**config.mk**
```make
export PLATFORM = sky130hd
export DESIGN_NAME = bb_xlate_top
export DESIGN_NICKNAME = d
export VERILOG_FILES = /design/src/rtl/bb_xlate_pkg.sv /design/src/rtl/bb_seg_regs.sv /design/src/rtl/bb_seg_xlate.sv /design/src/rtl/bb_xlate_top.sv
export SDC_FILE = /design/constraint.sdc
export NUM_CORES = 1
export LEC_CHECK = 0
export CAP_MARGIN = 20
export CORE_MARGIN = 5
export CORE_UTILIZATION = 25
export CTS_BUF_LIST = sky130_fd_sc_hd__clkbuf_16
export CTS_CLUSTER_SIZE = 30
export DETAILED_ROUTE_END_ITERATION = 7
export GPL_TIMING_DRIVEN = 0
export HOLD_SLACK_MARGIN = 0.05
export PLACE_DENSITY = 0.48
export SETUP_SLACK_MARGIN = 0.05
export SLEW_MARGIN = 20
export SYNTH_ARGS = -nofsm -noshare
export SYNTH_HDL_FRONTEND = slang
export SYNTH_SLANG_ARGS = --single-unit
```
**constraint.sdc**
```tcl
create_clock -name clk -period 4.6 [get_ports clk]
set_input_delay 0.92 -clock clk [delete_from_list [all_inputs] [get_ports clk]]
set_output_delay 0.92 -clock clk [all_outputs]
set_load 0.02 [all_outputs]
```
**src/rtl/bb_xlate_pkg.sv**
```systemverilog
// Shared definitions for the base-and-bound translator.
// Assumes a two-bit register select: bit 1 picks the segment, bit 0 the field.
package bb_xlate_pkg;
    localparam int unsigned NUM_SEGS   = 2;
    localparam int unsigned NUM_FIELDS = 2;
    localparam int unsigned NUM_REGS   = NUM_SEGS * NUM_FIELDS;
    localparam int unsigned SEL_W      = $clog2(NUM_REGS);

    typedef enum logic [SEL_W-1:0] {
        SEL_PROG_BASE  = 2'd0,
        SEL_PROG_BOUND = 2'd1,
        SEL_DATA_BASE  = 2'd2,
        SEL_DATA_BOUND = 2'd3
    } seg_sel_e;
endpackage

```
**src/rtl/bb_seg_regs.sv**
```systemverilog
// Segment register file: four base/bound registers behind a privilege gate.
// Writes and reads act only in supervisor mode. A user-mode write is dropped
// and flagged by a one-cycle pulse in the cycle after the attempt.
// Assumes a synchronous active-low reset that clears every register.
module bb_seg_regs
    import bb_xlate_pkg::*;
#(
    parameter int unsigned AW = 32
) (
    input  logic             clk,
    input  logic             rst_n,
    input  logic             supervisor,
    input  logic             cfg_we,
    input  logic [SEL_W-1:0] cfg_sel,
    input  logic [AW-1:0]    cfg_wdata,
    output logic [AW-1:0]    cfg_rdata,
    output logic             priv_err,
    output logic [AW-1:0]    prog_base,
    output logic [AW-1:0]    prog_bound,
    output logic [AW-1:0]    data_base,
    output logic [AW-1:0]    data_bound
);
    logic [AW-1:0] regs_q [NUM_REGS];
    logic          user_wr;

    assign user_wr = cfg_we && !supervisor;

    for (genvar i = 0; i < NUM_REGS; i++) begin : g_reg
        // Hold one segment register; load on a supervisor write that selects it.
        always_ff @(posedge clk) begin
            if (!rst_n)
                regs_q[i] <= '0;
            else if (cfg_we && supervisor && (cfg_sel == SEL_W'(i)))
                regs_q[i] <= cfg_wdata;
        end

        AST_USER_WRITE_IGNORED: assert property (@(posedge clk) disable iff (!rst_n)
            user_wr |=> $stable(regs_q[i]));
    end

    // Flag a user-mode write attempt for one cycle.
    always_ff @(posedge clk) begin
        if (!rst_n) priv_err <= 1'b0;
        else        priv_err <= user_wr;
    end

    // Return the selected register to supervisor code, zero otherwise.
    always_comb begin
        cfg_rdata = supervisor ? regs_q[cfg_sel] : '0;
    end

    assign prog_base  = regs_q[SEL_PROG_BASE];
    assign prog_bound = regs_q[SEL_PROG_BOUND];
    assign data_base  = regs_q[SEL_DATA_BASE];
    assign data_bound = regs_q[SEL_DATA_BOUND];

    AST_PRIV_PULSE: assert property (@(posedge clk) disable iff (!rst_n)
        user_wr |=> priv_err);
    AST_PRIV_CAUSE: assert property (@(posedge clk) disable iff (!rst_n)
        priv_err |-> $past(cfg_we) && !$past(supervisor));
    AST_USER_READ_ZERO: assert property (@(posedge clk) disable iff (!rst_n)
        !supervisor |-> cfg_rdata == '0);
endmodule

```
**src/rtl/bb_seg_xlate.sv**
```systemverilog
// One combinational translation path: relocate an effective address by a
// segment base and check it against the segment length. Faults on an
// address at or past the bound and on a carry out of the addition.
// The clock and reset are used only by the local assertions.
module bb_seg_xlate #(
    parameter int unsigned AW = 32
) (
    input  logic          clk,
    input  logic          rst_n,
    input  logic          req,
    input  logic [AW-1:0] eff_addr,
    input  logic [AW-1:0] base,
    input  logic [AW-1:0] bound,
    output logic [AW-1:0] paddr,
    output logic          pvalid,
    output logic          fault
);
    localparam int unsigned SW = AW + 1;

    logic [SW-1:0] sum;
    logic          out_of_range;
    logic          carry;

    // Form the relocated address and the violation condition.
    always_comb begin
        sum          = {1'b0, base} + {1'b0, eff_addr};
        carry        = sum[AW];
        out_of_range = (eff_addr >= bound);
        paddr        = sum[AW-1:0];
        fault        = req && (out_of_range || carry);
        pvalid       = req && !(out_of_range || carry);
    end

    AST_VALID_IN_BOUND: assert property (@(posedge clk) disable iff (!rst_n)
        pvalid |-> eff_addr < bound);
    AST_VALID_NO_WRAP: assert property (@(posedge clk) disable iff (!rst_n)
        pvalid |-> paddr >= base);
    AST_IDLE_QUIET: assert property (@(posedge clk) disable iff (!rst_n)
        !req |-> !pvalid && !fault);
    AST_FAULT_BLOCKS: assert property (@(posedge clk) disable iff (!rst_n)
        fault |-> !pvalid);
endmodule

```
**src/rtl/bb_xlate_top.sv**
```systemverilog
// Split base-and-bound translator: a program segment for fetches and a
// data segment for loads and stores, each with its own combinational path,
// plus a supervisor-only register file holding both segments.
module bb_xlate_top
    import bb_xlate_pkg::*;
#(
    parameter int unsigned AW = 32
) (
    input  logic             clk,
    input  logic             rst_n,
    input  logic             supervisor,
    input  logic             cfg_we,
    input  logic [SEL_W-1:0] cfg_sel,
    input  logic [AW-1:0]    cfg_wdata,
    output logic [AW-1:0]    cfg_rdata,
    output logic             priv_err,
    input  logic             if_req,
    input  logic [AW-1:0]    if_pc,
    output logic [AW-1:0]    if_paddr,
    output logic             if_pvalid,
    output logic             if_fault,
    input  logic             dm_req,
    input  logic [AW-1:0]    dm_addr,
    output logic [AW-1:0]    dm_paddr,
    output logic             dm_pvalid,
    output logic             dm_fault
);
    logic [AW-1:0] prog_base, prog_bound, data_base, data_bound;

    bb_seg_regs #(.AW(AW)) u_regs (
        .clk        (clk),
        .rst_n      (rst_n),
        .supervisor (supervisor),
        .cfg_we     (cfg_we),
        .cfg_sel    (cfg_sel),
        .cfg_wdata  (cfg_wdata),
        .cfg_rdata  (cfg_rdata),
        .priv_err   (priv_err),
        .prog_base  (prog_base),
        .prog_bound (prog_bound),
        .data_base  (data_base),
        .data_bound (data_bound)
    );

    bb_seg_xlate #(.AW(AW)) u_fetch (
        .clk      (clk),
        .rst_n    (rst_n),
        .req      (if_req),
        .eff_addr (if_pc),
        .base     (prog_base),
        .bound    (prog_bound),
        .paddr    (if_paddr),
        .pvalid   (if_pvalid),
        .fault    (if_fault)
    );

    bb_seg_xlate #(.AW(AW)) u_data (
        .clk      (clk),
        .rst_n    (rst_n),
        .req      (dm_req),
        .eff_addr (dm_addr),
        .base     (data_base),
        .bound    (data_bound),
        .paddr    (dm_paddr),
        .pvalid   (dm_pvalid),
        .fault    (dm_fault)
    );

    AST_FETCH_PAIR: assert property (@(posedge clk) disable iff (!rst_n)
        if_pvalid |-> if_paddr == prog_base + if_pc);
    AST_DATA_PAIR: assert property (@(posedge clk) disable iff (!rst_n)
        dm_pvalid |-> dm_paddr == data_base + dm_addr);
endmodule

```
Word level (Yosys, flattened, before mapping)
Memory sizes are Yosys's and may differ from the RTL's.
Index checks and enable logic that the tools add are counted.

word-level totals
  memories = 1
  memory bits (writable) = 128
  bits of input ports = 104
  bits in registers = 1
  output and inout port bits = 101
  logic and storage cells = 47

memories
  name           depth  width  read ports  clocked after memory_dff  wr ports  line               text
  u_regs.regs_q  4      32     5           0                         4         bb_seg_regs.sv:23  logic [AW-1:0] regs_q [NUM_REGS];

operators by class
  order comparisons = 2
  equal/unequal tests = 3
  bitwise logic cells = 4
  $add $sub $neg = 2
  mux-type cells = 18
  reductions and logical operators = 16

operators by type and width
  kind                                                             count
  32-bit two-way mux                                               5
  32-bit by 32-bit adder with 33-bit output                        2
  32-bit >= comparator                                             2
  1-bit two-way mux                                                13
  1-bit logical AND                                                10
  2-bit == test, second input constant                             2
  1-bit bitwise OR                                                 4
  1-bit zero test                                                  3
  2-bit by 1-bit == test with 1-bit output, second input constant  1
  2-bit zero test                                                  1
  1-bit logical OR                                                 2

Logic depth before layout (Yosys ltp)
Gate-level depths: netlist of run 1.

  depth in word-level cells = 6
  depth in mapped cells = 10
  depth with buffers taken out = 10

By module
From an unflattened synthesis of run 1, not the netlist that was laid out.

unflattened totals
  cells, all modules = 1100
  area total of the unflattened synthesis = 10737.8 sq um

modules (own cells, without submodules)
  module        instances  area an instance (sq um)  sequential area each (sq um)  cells each
  bb_seg_regs   1          5758.0                    3863.7                        440
  bb_seg_xlate  2          2489.9                    0.0                           330

Worst setup path before layout of run 1
OpenSTA, ideal clock, no wires.

  path kind = input to register
  start = input port cfg_sel[0]
  end = memory u_regs.regs_q[0][0] (enable)
  library setup time = 0.470 ns
  path slack = -0.045 ns
  data required time = 4.130 ns
  path buffers = 3
  arrival = 4.175 ns
  stages = 4
  path through = clkbuf_1 -> clkbuf_1 -> buf_2 -> o31ai_1

RTL lines
  element             line                text
  start: declaration  bb_xlate_top.sv:13  input logic [SEL_W-1:0] cfg_sel,
  end: declaration    bb_seg_regs.sv:23

Final worst setup path of run 1
  start = input port dm_addr[2]
  end = output port dm_paddr[18]

on the way
  cells in the longest elaborated chain, start to end = 1

ends and longest elaborated chain
  element                                    line                text
  start: declaration                         bb_xlate_top.sv:23  input logic [AW-1:0] dm_addr,
  32-bit by 32-bit adder with 33-bit output  bb_seg_xlate.sv:26  sum = {1'b0, base} + {1'b0, eff_addr};
  end: declaration                           bb_xlate_top.sv:24  output logic [AW-1:0] dm_paddr,

Every way passes these cells.

==> impl_metrics.xml, run 1 <==
<?xml version="1.0" encoding="UTF-8"?>
<metrics>
  <group name="logic_synthesis">
    <metric name="postSynthNetCount" unit="">1312</metric>
    <metric name="post-synth-top-area-cell" unit="">edfxtp_1</metric>
    <metric name="synthesis.area" unit="um2">10800</metric>
    <metric name="ys_dominant_reg_cell" unit="">edfxtp_1</metric>
    <metric name="synth.area.top_cells" unit="">edfxtp_1 36%, ha_1 15%, and2_1 9.5%</metric>
    <metric name="netlist_instances" unit="">1078</metric>
    <metric name="seq_area_frac_synth" unit="%">35.79</metric>
    <metric name="most_common_cell_in_the_netlist" unit="">and2_1</metric>
    <metric name="yosysWarnings" unit="">0</metric>
    <metric name="ys_ff_latch" unit="">129</metric>
    <metric name="ys_async_sr_fraction" unit="%">0</metric>
    <metric name="synth_edf_count" unit="">128</metric>
    <metric name="netlist_top_cells_count" unit="">164 x and2_1, 128 x edfxtp_1, 128 x ha_1</metric>
    <metric name="syn-mean-instance-area" unit="um2">10.02</metric>
    <metric name="synth_top_cell_area_share" unit="%">35.60</metric>
    <metric name="yosysUniqueCellTypes" unit="">60</metric>
  </group>
  <group name="drt">
    <metric name="route.vias.total" unit="">9053</metric>
    <metric name="first_pass_iters" unit="">5</metric>
    <metric name="wirelength" unit="mm">39.67</metric>
    <metric name="routedWlPerCell" unit="um">20.66</metric>
    <metric name="final_antenna_net_count" unit="">0</metric>
    <metric name="first_iter_violations" unit="">494</metric>
    <metric name="drt_drc_violations_left" unit="">0</metric>
    <metric name="drt-vias-per-instance" unit="">4.715</metric>
  </group>
  <group name="grt">
    <metric name="grt.overflow.total" unit="">0</metric>
    <metric name="first_pass_grt_wire_length" unit="mm">58.56</metric>
    <metric name="number_of_antenna_violations_at_the_first_check_in_global_routing" unit="">2</metric>
    <metric name="grt_start_max_net_pins" unit="">18</metric>
    <metric name="number_of_global_route_vias_before_repair" unit="">9387</metric>
    <metric name="global_route.usage.total" unit="%">16.43</metric>
  </group>
  <group name="worst_setup_path">
    <metric name="critical_path_peak_fanout" unit="">4</metric>
    <metric name="worstSetupStartpointType" unit="">input port</metric>
    <metric name="cp-endpoint" unit="">dm_paddr[18]</metric>
    <metric name="critPathCaptureType" unit="">output pin</metric>
    <metric name="crit_arrival" unit="ns">3.56</metric>
    <metric name="criticalPathCategory" unit="">in -&gt; out</metric>
    <metric name="critPathRequiredTime" unit="ns">3.68</metric>
    <metric name="worstSetupStartpoint" unit="">dm_addr[2]</metric>
  </group>
  <group name="status">
    <metric name="outcome" unit="">complete, no violations</metric>
  </group>
  <group name="power">
    <metric name="internal_power" unit="W">0.002888</metric>
    <metric name="power_frac_clock" unit="%">27.5</metric>
    <metric name="power" unit="W">0.004433</metric>
    <metric name="power_switching" unit="W">0.001545</metric>
    <metric name="power_switching_share" unit="%">34.85</metric>
    <metric name="combinationalPowerShare" unit="%">40.1</metric>
    <metric name="powerDensity" unit="nW/um2">294.2</metric>
    <metric name="vdd_drop_max" unit="mV">0.2422</metric>
    <metric name="p_leak" unit="nW">6.152</metric>
    <metric name="share_seq_of_total_power" unit="%">32.4</metric>
  </group>
  <group name="clocking">
    <metric name="cts_max_level" unit="">4</metric>
    <metric name="root_buffer" unit="">clkbuf_16</metric>
    <metric name="clock_transition_time_at_the_flip_flop_clock_pins_of_the_worst_setup_and_hold_paths" unit="ns">0.06</metric>
    <metric name="cts_sinks" unit="">129</metric>
    <metric name="cts_buffers" unit="">17</metric>
    <metric name="tritoncts_clock_tree" unit="">built</metric>
    <metric name="holdBufCountCts" unit="">0</metric>
    <metric name="cts_max_path_buffers" unit="">2</metric>
  </group>
  <group name="run">
    <metric name="drv.max_cap_violation_count" unit="">0</metric>
  </group>
  <group name="die">
    <metric name="chipWidth" unit="um">217.8</metric>
    <metric name="boundaryPins" unit="">205</metric>
    <metric name="chipHeight" unit="um">217.8</metric>
    <metric name="start_util" unit="%">25.18</metric>
    <metric name="coreArea" unit="um2">42890</metric>
    <metric name="die_area" unit="um2">47440</metric>
    <metric name="floorplan.rows" unit="">76</metric>
  </group>
  <group name="layout">
    <metric name="layout-area-overhead-vs-synth" unit="%">39.56</metric>
    <metric name="fin_util" unit="%">35.14</metric>
    <metric name="drive_above_1_share" unit="%">17.48</metric>
    <metric name="final_nets" unit="">1557</metric>
    <metric name="layout.filler_cells" unit="">4349</metric>
  </group>
  <group name="sta">
    <metric name="worst_slew_margin_rel" unit="%">35.70</metric>
    <metric name="grt_setup_unrepaired" unit="">false</metric>
    <metric name="final_worst_hold_slack" unit="ns">1.109</metric>
    <metric name="final_period_minus_worst_setup_slack" unit="ns">4.477</metric>
    <metric name="tightestPinTransition" unit="ns">0.9571</metric>
    <metric name="achievable-frequency" unit="MHz">223.4</metric>
    <metric name="slew_violations" unit="">0</metric>
    <metric name="finalHoldViolations" unit="">0</metric>
    <metric name="final-setup-viol-count" unit="">0</metric>
    <metric name="timing.setup.tns" unit="ns">0</metric>
    <metric name="post-route-period-util" unit="%">97.32</metric>
  </group>
  <group name="worst_hold_path">
    <metric name="hp-class" unit="">in -&gt; reg</metric>
  </group>
  <group name="place">
    <metric name="detailed_place_hpwl" unit="mm">32.39</metric>
    <metric name="port_buffers" unit="">202</metric>
    <metric name="gp_congestion" unit="">0.8320</metric>
  </group>
</metrics>
## cells by family after synthesis
kind of cell / share of synthesized area, %
multiplexers: 6.861
AND/OR/NAND/NOR: 18.68
XOR/XNOR: 4.299
buffers and inverters: 4.149
AO/OA/AOI/OAI: 15.02
flip-flops: 35.79
adder cells (fa/ha/maj): 15.20
## sequential cells by signal, indices dropped and copies added (netlist names)
name / cells
u_regs.regs_q: 128
u_regs.priv_err: 1
## cell usage in the layout (no fill, tap or decap), types with 21 or more instances in the layout
cell             synthesis  layout
and2_1                 164     165
dlygate4sd2_1            0      38
buf_4                    1      33
ha_4                     0      21
nand4_1                 21      21
xnor2_1                 39      35
nor2_1                  59      56
edfxtp_1               128     128
a21o_1                  58      58
clkdlybuf4s50_1          0     128
mux4_2                  32      32
nand2_1                 47      45
inv_1                   75      77
a21oi_1                 80      63
o21ai_0                 43      31
ha_1                   128      98
## how the worst min path moves through the flow
stage | cells after the start | endpoint | slack (ns) | start
floorplan | 2 | u_regs.priv_err$_SDFF_PN0_ | 1.03 | rst_n
global placement | 3 | u_regs.priv_err$_SDFF_PN0_ | 1.53 | cfg_we
detailed placement | 3 | u_regs.priv_err$_SDFF_PN0_ | 1.55 | cfg_we
CTS | 3 | u_regs.priv_err$_SDFF_PN0_ | 1.09 | cfg_we
global route | 3 | u_regs.priv_err$_SDFF_PN0_ | 1.14 | cfg_we
finish | 3 | u_regs.priv_err$_SDFF_PN0_ | 1.11 | cfg_we
## power groups by stage
| stage | clock (W) | combinational [W] | sequential (W) |
|---|---|---|---|
| 3_3_place_gp | 0 | 0.00166 | 0.00146 |
| 2_1_floorplan | 0 | 0.000940 | 0.00143 |
| 3_5_place_dp | 0 | 0.00168 | 0.00145 |
| 4_1_cts | 0.00124 | 0.00177 | 0.00144 |
| 5_1_grt | 0.00130 | 0.00192 | 0.00144 |
| 6_report | 0.00122 | 0.00178 | 0.00144 |
## worst max-delay path, cell delays in order
cell and delay (ns):
dlygate4sd2_1 0.29, ha_4 0.30, a21oi_2 0.06, nand4b_1 0.30, and3_4 0.25, o211a_4 0.27, o311a_1 0.33, buf_4 0.16
xnor2_2 0.28, dlygate4sd2_1 0.38
## repair_timing
action                                  CTS  global route
resized for setup                       245            52
setup buffers                            20             6
endpoints found under the setup margin   79            38
pin swaps                                49            31
## cell type report
cell class	instances	area, um2	share of cell area (%)
plain buffers	32	147.6	0.9798
clock buffers	17	425.4	2.823
flip-flops and latches	129	3864	25.64
repair buffers	235	2257	14.98
multi-input cells	833	7276	48.29
diodes	2	5.005	0.03321
clock inverters	12	80.08	0.5314
inverters	75	281.5	1.868
well taps	585	732.0	4.858
## routing by layer
| metal | up-vias | global-route usage [%] | share of wire, % |
|---|---|---|---|
| li1 | 4434 | - | - |
| met1 | 4377 | 21.78 | 46 |
| met2 | 213 | 27.88 | 48 |
| met3 | 29 | 2.735 | 4.0 |
| met4 | 0 | 4.480 | 2.0 |
| met5 | - | 0 | 0 |
## metrics by stage
step                      std cells  setup slack, ns  area (um2)
after floorplan                1078           0.3568       10800
after global placement         1865           -2.633       13560
after detailed placement       1872           -1.277       13730
after CTS                      1915        -0.005415       14930
after global routing           1918          0.06092       15060
final                          1920           0.1231       15070
Power figures use the tool's default switching activity.
==> run 2: changes to the inputs <==
Settings changed: DONT_BUFFER_PORTS set to 1, PLACE_DENSITY 0.48 to unset, SKIP_CTS_REPAIR_TIMING set to 1.
==> run 2 against run 1 <==
Net effect: cell count decreased by 11%; critical path depth increased by 1; critical path type unchanged; cell area decreased by 17%; count of clock-buffer cells in the layout unchanged; global-route usage decreased by 1.0 points; sequential power about the same; clock power increased by 13%; routed wire length decreased by 4.7%; fmax decreased by 0.68%; first-iteration DRC count increased by 0.61%; sequential cell count unchanged; critical endpoint is now dm_pvalid; largest cell class unchanged.
==> impl_metrics.xml, run 2 (synthesis results as in run 1) <==
<?xml version="1.0" encoding="UTF-8"?>
<metrics>
  <group name="status">
    <metric name="outcome" unit="">complete, no violations</metric>
  </group>
  <group name="run">
    <metric name="drv.max_cap_violation_count" unit="">0</metric>
  </group>
  <group name="worst_hold_path">
    <metric name="holdPathEnd" unit="">u_regs.priv_err$_SDFF_PN0_</metric>
    <metric name="worst_hold_path.num_cells" unit="">2</metric>
    <metric name="hp-class" unit="">in -&gt; reg</metric>
    <metric name="timing.hold.worst.start" unit="">rst_n</metric>
  </group>
  <group name="clocking">
    <metric name="root_buffer" unit="">clkbuf_16</metric>
    <metric name="cts_max_level" unit="">4</metric>
    <metric name="clock_transition_time_at_the_flip_flop_clock_pins_of_the_worst_setup_and_hold_paths" unit="ns">0.06</metric>
    <metric name="tritoncts_clock_tree" unit="">built</metric>
    <metric name="cts_max_path_buffers" unit="">2</metric>
    <metric name="cts_sinks" unit="">129</metric>
    <metric name="cts_buffers" unit="">17</metric>
  </group>
  <group name="drt">
    <metric name="drt-vias-per-instance" unit="">4.939</metric>
    <metric name="route.vias.total" unit="">8421</metric>
    <metric name="first_pass_iters" unit="">5</metric>
    <metric name="drt_drc_violations_left" unit="">0</metric>
    <metric name="wirelength" unit="mm">37.79</metric>
    <metric name="routedWlPerCell" unit="um">22.16</metric>
    <metric name="final_antenna_net_count" unit="">0</metric>
    <metric name="first_iter_violations" unit="">497</metric>
  </group>
  <group name="power">
    <metric name="powerDensity" unit="nW/um2">328.2</metric>
    <metric name="p_leak" unit="nW">5.080</metric>
    <metric name="vdd_drop_max" unit="mV">0.2925</metric>
  </group>
  <group name="sta">
    <metric name="finalHoldViolations" unit="">0</metric>
    <metric name="final_period_minus_worst_setup_slack" unit="ns">4.507</metric>
    <metric name="slew_violations" unit="">0</metric>
    <metric name="worst_slew_margin_rel" unit="%">39.37</metric>
    <metric name="final_worst_hold_slack" unit="ns">0.5977</metric>
    <metric name="final-setup-viol-count" unit="">0</metric>
    <metric name="post-route-period-util" unit="%">97.99</metric>
    <metric name="achievable-frequency" unit="MHz">221.9</metric>
    <metric name="tightestPinTransition" unit="ns">0.9094</metric>
  </group>
  <group name="layout">
    <metric name="reg_top3" unit="">u_regs.regs_q: 128 flops, u_regs.priv_err: 1 flops</metric>
    <metric name="largest_reg_flops" unit="">128</metric>
    <metric name="drive_above_1_share" unit="%">10.10</metric>
    <metric name="layout.filler_cells" unit="">4404</metric>
    <metric name="final_nets" unit="">1340</metric>
    <metric name="instances_no_fill" unit="">1705</metric>
    <metric name="fin_util" unit="%">29.06</metric>
    <metric name="layout-area-overhead-vs-synth" unit="%">15.45</metric>
    <metric name="max_flop_register" unit="">u_regs.regs_q</metric>
    <metric name="post-route-cell-area" unit="um2">12460</metric>
    <metric name="layout.cells.most_common" unit="">and2_1</metric>
    <metric name="layout_common_cells" unit="">163 x and2_1, 128 x ha_1, 128 x edfxtp_1, 77 x a21oi_1, 76 x inv_1</metric>
  </group>
  <group name="die">
    <metric name="chipHeight" unit="um">217.8</metric>
    <metric name="start_util" unit="%">25.18</metric>
    <metric name="die_area" unit="um2">47440</metric>
    <metric name="boundaryPins" unit="">205</metric>
    <metric name="floorplan.rows" unit="">76</metric>
    <metric name="chipWidth" unit="um">217.8</metric>
    <metric name="coreArea" unit="um2">42890</metric>
  </group>
  <group name="worst_setup_path">
    <metric name="worstSetupStartpointType" unit="">input port</metric>
    <metric name="crit_arrival" unit="ns">3.59</metric>
    <metric name="crit_path_max_incr_delay" unit="ns">0.43</metric>
    <metric name="criticalPathCategory" unit="">in -&gt; out</metric>
    <metric name="critical_path_peak_fanout" unit="">3</metric>
    <metric name="critPathCaptureType" unit="">output pin</metric>
    <metric name="worstPathCellList" unit="">ha_1, fa_1, a21oi_1, nand4b_1, a31oi_1, a41o_1, a31oi_4, o21ai_1, a211oi_2, buf_4, and2_2</metric>
    <metric name="crit_slowest_cell" unit="">fa_1</metric>
    <metric name="critPathRequiredTime" unit="ns">3.68</metric>
    <metric name="worstSetupStartpoint" unit="">dm_addr[0]</metric>
  </group>
  <group name="grt">
    <metric name="grt_start_max_net_pins" unit="">19</metric>
    <metric name="global_route.usage.total" unit="%">15.40</metric>
    <metric name="grt.overflow.total" unit="">0</metric>
    <metric name="number_of_global_route_vias_before_repair" unit="">8566</metric>
    <metric name="number_of_antenna_violations_at_the_first_check_in_global_routing" unit="">2</metric>
    <metric name="first_pass_grt_wire_length" unit="mm">53.90</metric>
  </group>
  <group name="place">
    <metric name="port_buffers" unit="">0</metric>
    <metric name="detailed_place_hpwl" unit="mm">31.73</metric>
    <metric name="placement_cell_area" unit="um2">11730</metric>
    <metric name="gp_congestion" unit="">0.9570</metric>
    <metric name="place_inst" unit="">1670</metric>
  </group>
</metrics>
[run 2: cell types whose count changed in the layout (fill, tap and decap cells not counted), moves of 5 or more]
cell and change:
clkdlybuf4s50_1 -128, dlygate4sd2_1 -38, buf_4 -30, ha_1 +30, ha_4 -21, a21oi_1 +14, clkbuf_1 +11, clkbuf_2 -10
dlymetal6s2s_1 -10, ha_2 -9, o21ai_0 +9, a21oi_2 -7, a21oi_4 -7, buf_6 -5
[run 2: area by class of cell]
cell class                      count  area (um2)  area share [%]
Clock inverter                     15       168.9           1.355
Clock buffer                       17       425.4           3.413
Timing Repair Buffer                9       166.4           1.335
Buffer                             41       167.7           1.345
Multi-Input combinational cell    833        6656           53.40
Tap cell                          585       732.0           5.872
Sequential cell                   129        3864           31.00
Inverter                           75       281.5           2.259
Antenna cell                        1       2.502         0.02008
[run 2: where the power goes]
part	switching [W]	internal, W	total, W
sequential	0.0000512	0.00137	0.00143
combinational	0.000853	0.000434	0.00129
clock	0.000533	0.000846	0.00138
[run 2: worst max path at each step]
stage	endpoint	slack, ns	cells after the start
5_1_grt	dm_pvalid	-0.02	11
4_1_cts	dm_pvalid	-0.42	10
3_3_place_gp	u_regs.regs_q[1][9]$_SDFFCE_PN0P_	-2.01	3
6_report	dm_pvalid	0.09	11
2_1_floorplan	u_regs.regs_q[1][0]$_SDFFCE_PN0P_	0.36	3
3_5_place_dp	dm_pvalid	-0.41	10
[run 2: worst max-delay path, delay by kind of cell]
kind / cells / cell delay [ns]
AO/OA/AOI/OAI: 6 / 1.41
adder cells (fa/ha/maj): 2 / 0.66
AND/OR/NAND/NOR: 2 / 0.40
buffers and inverters: 1 / 0.18
[run 2: per-stage QoR]
stage | setup WS (ns) | total power (W) | TNS, ns
2_1_floorplan | 0.3568 | 0.002367 | 0
3_3_place_gp | -2.005 | 0.002682 | -180.17
3_5_place_dp | -0.4095 | 0.002711 | -1.882
4_1_cts | -0.4228 | 0.004086 | -1.955
5_1_grt | -0.02024 | 0.004278 | -0.02024
6_report | 0.09254 | 0.004091 | 0
[run 2: layer usage]
layer	part of all wire, %	global-route usage, %	vias to the layer above
met4	4.1	6.489	2
met2	48	26.37	269
met5	0.053	0	-
met1	38	16.85	4074
met3	9.6	6.414	76
li1	-	-	4000
